==> config.mk <==
export PLATFORM = sky130hd
export DESIGN_NAME = msi_rx_ctrl
export DESIGN_NICKNAME = d
export VERILOG_FILES = /design/src/rtl/msi_rx_pkg.sv /design/src/rtl/msi_target_match.sv /design/src/rtl/msi_bank.sv /design/src/rtl/msi_rx_ctrl.sv
export SDC_FILE = /design/constraint.sdc
export NUM_CORES = 1
export LEC_CHECK = 0
export ABC_AREA = 1
export BUFFER_PORTS_ARGS = -buffer_cell sky130_fd_sc_hd__buf_2
export CORE_ASPECT_RATIO = 1.4
export CORE_UTILIZATION = 60
export DETAILED_ROUTE_END_ITERATION = 16
export GPL_ROUTABILITY_DRIVEN = 0
export GPL_TIMING_DRIVEN = 0
export PLACE_DENSITY_LB_ADDON = 0.15
export SYNTH_ARGS = -nofsm -noshare
export SYNTH_HDL_FRONTEND = slang
export SYNTH_SLANG_ARGS = --single-unit
==> constraint.sdc <==
create_clock -name clk -period 2 [get_ports clk]
set_clock_uncertainty 0.15 [all_clocks]
set_input_delay 0.1 -clock clk [delete_from_list [all_inputs] [get_ports clk]]
set_output_delay 0.1 -clock clk [all_outputs]
set_load 0.1 [all_outputs]
==> src/rtl/msi_rx_pkg.sv <==
package msi_rx_pkg;
  localparam int unsigned BANK_W        = 32;
  localparam int unsigned REG_STRIDE    = 12;
  localparam int unsigned OFS_TGT_LO    = 0;
  localparam int unsigned OFS_TGT_HI    = 4;
  localparam int unsigned OFS_STAT_BASE = 16;
  localparam int unsigned OFS_EN_BASE   = 20;

  function automatic int unsigned stat_offset(input int unsigned bank);
    return OFS_STAT_BASE + REG_STRIDE * bank;
  endfunction

  function automatic int unsigned en_offset(input int unsigned bank);
    return OFS_EN_BASE + REG_STRIDE * bank;
  endfunction

  function automatic int unsigned vec_bank(input int unsigned vec);
    return vec / BANK_W;
  endfunction

  function automatic int unsigned vec_bit(input int unsigned vec);
    return vec % BANK_W;
  endfunction
endpackage

==> src/rtl/msi_target_match.sv <==
module msi_target_match #(
  parameter int unsigned NUM_VEC = 128,
  localparam int unsigned VEC_W  = $clog2(NUM_VEC)
) (
  input  logic             clk,
  input  logic             rst_n,
  input  logic             wr_lo,
  input  logic             wr_hi,
  input  logic [31:0]      wdata,
  input  logic             msg_valid,
  input  logic [63:0]      msg_addr,
  input  logic [31:0]      msg_data,
  output logic [31:0]      tgt_lo,
  output logic [31:0]      tgt_hi,
  output logic             msg_hit,
  output logic [VEC_W-1:0] msg_vec
);
  logic addr_eq;
  logic data_ok;

  always_ff @(posedge clk) begin
    if (!rst_n) begin
      tgt_lo <= '0;
      tgt_hi <= '0;
    end else begin
      if (wr_lo) tgt_lo <= wdata;
      if (wr_hi) tgt_hi <= wdata;
    end
  end

  assign addr_eq = (msg_addr == {tgt_hi, tgt_lo});
  assign data_ok = (msg_data < 32'(NUM_VEC));
  assign msg_hit = msg_valid && addr_eq && data_ok;
  assign msg_vec = msg_data[VEC_W-1:0];
endmodule

==> src/rtl/msi_bank.sv <==
module msi_bank #(
  parameter int unsigned BANK_W = 32
) (
  input  logic              clk,
  input  logic              rst_n,
  input  logic [BANK_W-1:0] set_mask,
  input  logic [BANK_W-1:0] clr_mask,
  input  logic              en_wr,
  input  logic [BANK_W-1:0] wdata,
  output logic [BANK_W-1:0] status,
  output logic [BANK_W-1:0] enable,
  output logic              pend
);
  always_ff @(posedge clk) begin
    if (!rst_n) begin
      status <= '0;
      enable <= '0;
    end else begin
      status <= (status & ~clr_mask) | set_mask;
      if (en_wr) enable <= wdata;
    end
  end

  assign pend = |(status & enable);
endmodule

==> src/rtl/msi_rx_ctrl.sv <==
module msi_rx_ctrl
  import msi_rx_pkg::*;
#(
  parameter int unsigned NUM_BANKS = 4,
  parameter int unsigned REG_AW    = 8,
  localparam int unsigned NUM_VEC  = NUM_BANKS * BANK_W,
  localparam int unsigned VEC_W    = $clog2(NUM_VEC)
) (
  input  logic              clk,
  input  logic              rst_n,
  input  logic              msg_valid,
  input  logic [63:0]       msg_addr,
  input  logic [31:0]       msg_data,
  input  logic              reg_we,
  input  logic [REG_AW-1:0] reg_addr,
  input  logic [31:0]       reg_wdata,
  output logic [31:0]       reg_rdata,
  output logic              irq_out
);
  logic [31:0]          tgt_lo;
  logic [31:0]          tgt_hi;
  logic                 msg_hit;
  logic [VEC_W-1:0]     msg_vec;
  logic [NUM_VEC-1:0]   set_all;
  logic [NUM_VEC-1:0]   clr_all;
  logic [NUM_VEC-1:0]   status_all;
  logic [NUM_VEC-1:0]   enable_all;
  logic [NUM_BANKS-1:0] pend;

  msi_target_match #(.NUM_VEC(NUM_VEC)) u_match (
    .clk      (clk),
    .rst_n    (rst_n),
    .wr_lo    (reg_we && reg_addr == REG_AW'(OFS_TGT_LO)),
    .wr_hi    (reg_we && reg_addr == REG_AW'(OFS_TGT_HI)),
    .wdata    (reg_wdata),
    .msg_valid(msg_valid),
    .msg_addr (msg_addr),
    .msg_data (msg_data),
    .tgt_lo   (tgt_lo),
    .tgt_hi   (tgt_hi),
    .msg_hit  (msg_hit),
    .msg_vec  (msg_vec)
  );

  for (genvar b = 0; b < NUM_BANKS; b++) begin : g_bank
    logic stat_wr;
    logic en_wr;
    logic here;

    assign stat_wr = reg_we && (reg_addr == REG_AW'(stat_offset(b)));
    assign en_wr   = reg_we && (reg_addr == REG_AW'(en_offset(b)));
    assign here    = msg_hit && (vec_bank(int'(msg_vec)) == b);
    assign set_all[b*BANK_W +: BANK_W] =
      here ? (BANK_W'(1) << vec_bit(int'(msg_vec))) : '0;
    assign clr_all[b*BANK_W +: BANK_W] = stat_wr ? reg_wdata : '0;

    msi_bank #(.BANK_W(BANK_W)) u_bank (
      .clk     (clk),
      .rst_n   (rst_n),
      .set_mask(set_all[b*BANK_W +: BANK_W]),
      .clr_mask(clr_all[b*BANK_W +: BANK_W]),
      .en_wr   (en_wr),
      .wdata   (reg_wdata),
      .status  (status_all[b*BANK_W +: BANK_W]),
      .enable  (enable_all[b*BANK_W +: BANK_W]),
      .pend    (pend[b])
    );
  end

  always_comb begin
    reg_rdata = '0;
    if (reg_addr == REG_AW'(OFS_TGT_LO)) reg_rdata = tgt_lo;
    if (reg_addr == REG_AW'(OFS_TGT_HI)) reg_rdata = tgt_hi;
    for (int b = 0; b < NUM_BANKS; b++) begin
      if (reg_addr == REG_AW'(stat_offset(b)))
        reg_rdata = status_all[b*BANK_W +: BANK_W];
      if (reg_addr == REG_AW'(en_offset(b)))
        reg_rdata = enable_all[b*BANK_W +: BANK_W];
    end
  end

  assign irq_out = |pend;
endmodule

==> impl_metrics.yaml, run 1 <==
run_status:
  outcome: "did not finish"
  failing_step: "global routing"
  error: "[ERROR GRT-0116] Global routing finished with congestion. Check the congestion regions in the DRC Viewer."
floorplanning:
  pin_count: 173
  rows: 71
  die_w_um: 142
  die_height_um: 198
  start_util: 0.613
global_route:
  grt_pass1_wl_um: 124000
  grt_use_total: 0.580
  grt_max_degree: 17
  grt_pass1_vias: 21600
  grt_remaining_overflow: 5
synth:
  synth-seq-area-share: 0.387
  synth.top_cell.area_share: 0.387
  synth_area_leaders: "dfxtp_1 39%, nand2_1 12%, a21oi_1 10%, o21ai_0 8.2%, nand4_1 5.7%"
  synth.distinct_cells: 33
  postSynthCellCount: 2514
  synth_seq_cells: 320
  syn-mean-instance-area_um2: 6.58
  syn_nets: 2654
  yosysWarnings: 0
  syn_area_um2: 16500
  yosysTopAreaCell: "dfxtp_1"
place:
  io_buffers: 166
  dp_hpwl_um: 51900
  pre_cts_ws_ns: -0.830
clock_tree:
  root_buffer: "clkbuf_16"
  cts_sinks: 320
  cts_max_level: 1
  numCtsBuffers: 29
  cts_max_path_buffers: 3
routing by layer:
metal | global-route usage | overflow
met5 | 0.0363 | 0
met4 | 0.549 | 3
met3 | 0.288 | 0
met2 | 0.824 | 2
met1 | 0.617 | 0
logic make-up after synthesis:
kind of cell / Yosys count / synth area share
compound gates: 684 / 0.219
xor+xnor: 13 / 0.00688
buf+inv: 409 / 0.0995
flops: 320 / 0.387
simple gates: 1088 / 0.287
per-stage QoR:
step	instances	hold slack (ns)	area, µm²
2_1_floorplan	2514	0.115	16800
3_3_place_gp	3045	0.270	18100
3_5_place_dp	3045	0.274	18100
4_1_cts	3186	0.00698	21500
cell usage after synthesis, drive strengths merged:
master / count
o21ai: 273
a21oi: 336
and3: 1
xor2: 1
nand4: 150
o211ai: 13
nand2: 534
nand3: 144
inv: 243
clkbuf: 128
o22ai: 24
clkinv: 2
and2: 7
nand3b: 2
dfxtp: 320
a22o: 13
xnor2: 12
nor3b: 1
nor3: 16
nor4: 1
a221oi: 25
nor2: 230
buf: 36
or2: 2
what timing repair did:
action / in CTS
hold buffers: 38
endpoints found under the setup margin: 161
setup buffers: 41
pin swaps: 122
cloned: 14
hold endpoints to repair: 297
gates resized for setup: 398
==> run 2: changes to the inputs <==
Settings changed: CORE_ASPECT_RATIO 1.4 to default, CORE_UTILIZATION 60 to 40.
==> impl_metrics.yaml, run 2 <==
run_status:
  outcome: "complete, but fails checks"
  violations: "negative setup slack"
sta:
  finalHoldViolations: 0
  maxSlewViolCount: 0
  final.min_clock_period_ns: 2.54
  rsz0062_at_grt: "true"
  relSlewSlack: 0.198
  min_period_over_period: 1.27
  fmax_mhz: 393
  layout_setup_ws_ns: -0.542
  finalSetupTns_ns: -30.66
  setup_viol: 157
  tightest_slew_ns: 1.19
synth:
  yosysMostFrequentCell: "nand2_1"
  synth-seq-area-share: 0.387
  synth_fa_ha_area_frac: 0
  synthTopCellsByCount: "534 x nand2_1, 336 x a21oi_1, 320 x dfxtp_1, 272 x o21ai_0, 228 x inv_1"
  syn_area_um2: 16500
  yosysTopAreaCell: "dfxtp_1"
  synth_edf_count: 0
  synth_area_leaders: "dfxtp_1 39%, nand2_1 12%, a21oi_1 10%, o21ai_0 8.2%, nand4_1 5.7%"
  syn-mean-instance-area_um2: 6.58
  synth_top_family_by_area: "simple AND/OR/NAND/NOR gates"
  syn_nets: 2654
  synth_xor_area_frac: 0.00688
  yosysWarnings: 0
  ys.flop_type: "dfxtp_1"
  synth.top_cell.area_share: 0.387
  synthMuxAreaShare: 0
  synth-simple-area-share: 0.287
  synth_seq_cells: 320
  async_flop_share: 0
  synth.distinct_cells: 33
  postSynthCellCount: 2514
  synth-compound-area-share: 0.219
final_layout:
  final_util: 0.559
  finalNetCount: 2962
  drive_above_1_share: 0.265
  stdcell_count: 3381
  reg_top3: "g_bank.u_bank.enable: 128 flops, g_bank.u_bank.status: 128 flops"
  syn_to_final_growth_pct: 37.8
  final_cell_mix: "469 x nand2_1, 271 x a21oi_1, 266 x o21ai_0"
  final_area_um2: 22800
  final_common_cell: "nand2_1"
place:
  dp_hpwl_um: 58800
  dpl.cell_count: 3212
  place_area_um2: 18300
  io_buffers: 166
critical_path:
  worstSetupPathType: "flip-flop to output pin"
  cp-start-kind: "flip-flop"
  crit_arrival_ns: 2.29
  worstPathMaxFanout: 3
  cp-end-kind: "output pin"
  required_ns: 1.75
floorplanning:
  coreArea_um2: 40800
  die_height_um: 205
  die-area_um2: 42200
  die_w_um: 205
  rows: 74
  pin_count: 173
  start_util: 0.405
clock_tree:
  cts_max_level: 2
  numCtsBuffers: 36
  cts_sinks: 320
  clk_pin_slew_ns: 0.06
  cts_tree: "yes"
  cts_max_path_buffers: 3
  root_buffer: "clkbuf_16"
  clk_latency_ns: 0.53
route:
  wl_um: 78500
  drc: 0
  dr.pass1.iters: 8
  vias: 20000
  drt_iter0_markers: 2485
  routedWlPerCell_um: 23.2
  vias_per_cell: 5.92
  ant_nets: 0
hold_path:
  hold_path_class: "input port to flip-flop"
pwr:
  pwr_density_cell_nw_per_um2: 614
  power_mw: 14.0
  ir_worst_vdd_v: 0.000502
  total_leakage_power_nw: 8.40
global_route:
  grt_pass1_wl_um: 113000
  grt_remaining_overflow: 0
  grt_max_degree: 14
  grt_use_total: 0.363
  antenna_found_initial: 5
  grt_pass1_vias: 18500
job:
  cap_violations: 0
[run 2: cell counts after synthesis]
No cell type changed its count.
[run 2: layer usage]
layer  routed length [µm]  vias to the layer above  share of wire  global-route usage
met5                   12                        -        0.00015                   0
met4                 4450                        2          0.057               0.187
met3                 8870                      265           0.11              0.0692
met2                34100                     1310           0.43               0.561
met1                31100                     9291           0.40               0.479
li1                     -                     9136              -                   -
[run 2: cells by family (layout without fill, tap and decap cells)]
| logic type | count (synthesis) | after routing |
|---|---|---|
| other | 0 | 4 |
| AOI/OAI and AO/OA | 684 | 684 |
| xor gates and xnor gates | 13 | 13 |
| and+or+nand+nor | 1088 | 1090 |
| DFF | 320 | 320 |
| buffers and inverters | 409 | 738 |
[run 2: worst paths after layout]
check	from	endpoint	slack (ns)	depth (start not counted)
worst max-delay path	g_bank[0].u_bank.enable[3]	irq_out	-0.54	9
worst min-delay path	msg_data[3]	g_bank[0].u_bank.status[25]	0.04	5
worst max register to register	u_match.tgt_lo[2]	g_bank[0].u_bank.status[1]	-0.32	12
worst min register to register	g_bank[0].u_bank.enable[6]	g_bank[0].u_bank.enable[6]	0.32	2
[run 2: what timing repair did]
item | in CTS | in global routing
pin swaps | 171 | 191
setup endpoints to repair | 161 | 161
setup buffers | 51 | 10
resized for setup | 461 | 220
hold endpoints to repair | 203 | 0
gates cloned | 16 | 1
hold buffers | 35 | 0
[run 2: cell type report]
| cell class | instances | area [µm²] |
|---|---|---|
| repair buffers | 270 | 2510 |
| clock buffers | 51 | 1030 |
| flip-flops and latches | 320 | 6530 |
| multi-input cells | 1787 | 9960 |
| diodes | 4 | 10.0 |
| plain buffers | 162 | 1030 |
| inverters | 245 | 983 |
| fillers | 3889 | 18000 |
| well taps | 532 | 666 |
| clock inverters | 10 | 90.1 |
[run 2: worst max-delay path, cell delays in order (launching register included)]
cell and delay (ns):
dfxtp_4 0.36, nand2_2 0.06, nand2_2 0.06, a221oi_4 0.25, nand3_2 0.17, nor2_2 0.14, nand4_1 0.23, nor2_1 0.20
nand2_2 0.10, buf_12 0.18
[run 2: power by group]
group          switching (mW)  total (mW)  internal, mW  leakage, nW
Sequential            0.00691        6.37          6.37         2.62
Combinational           0.811        1.14         0.325         5.23
Clock                    2.78        6.50          3.72        0.554
[run 2: through the flow]
step / setup slack [ns] / hold slack, ns
6_report: -0.542 / 0.0402
3_5_place_dp: -0.842 / 0.284
2_1_floorplan: -0.0601 / 0.115
3_3_place_gp: -0.829 / 0.274
5_1_grt: -0.569 / 0.0728
4_1_cts: -0.463 / 0.0101
(Power assumes the default switching activity.)
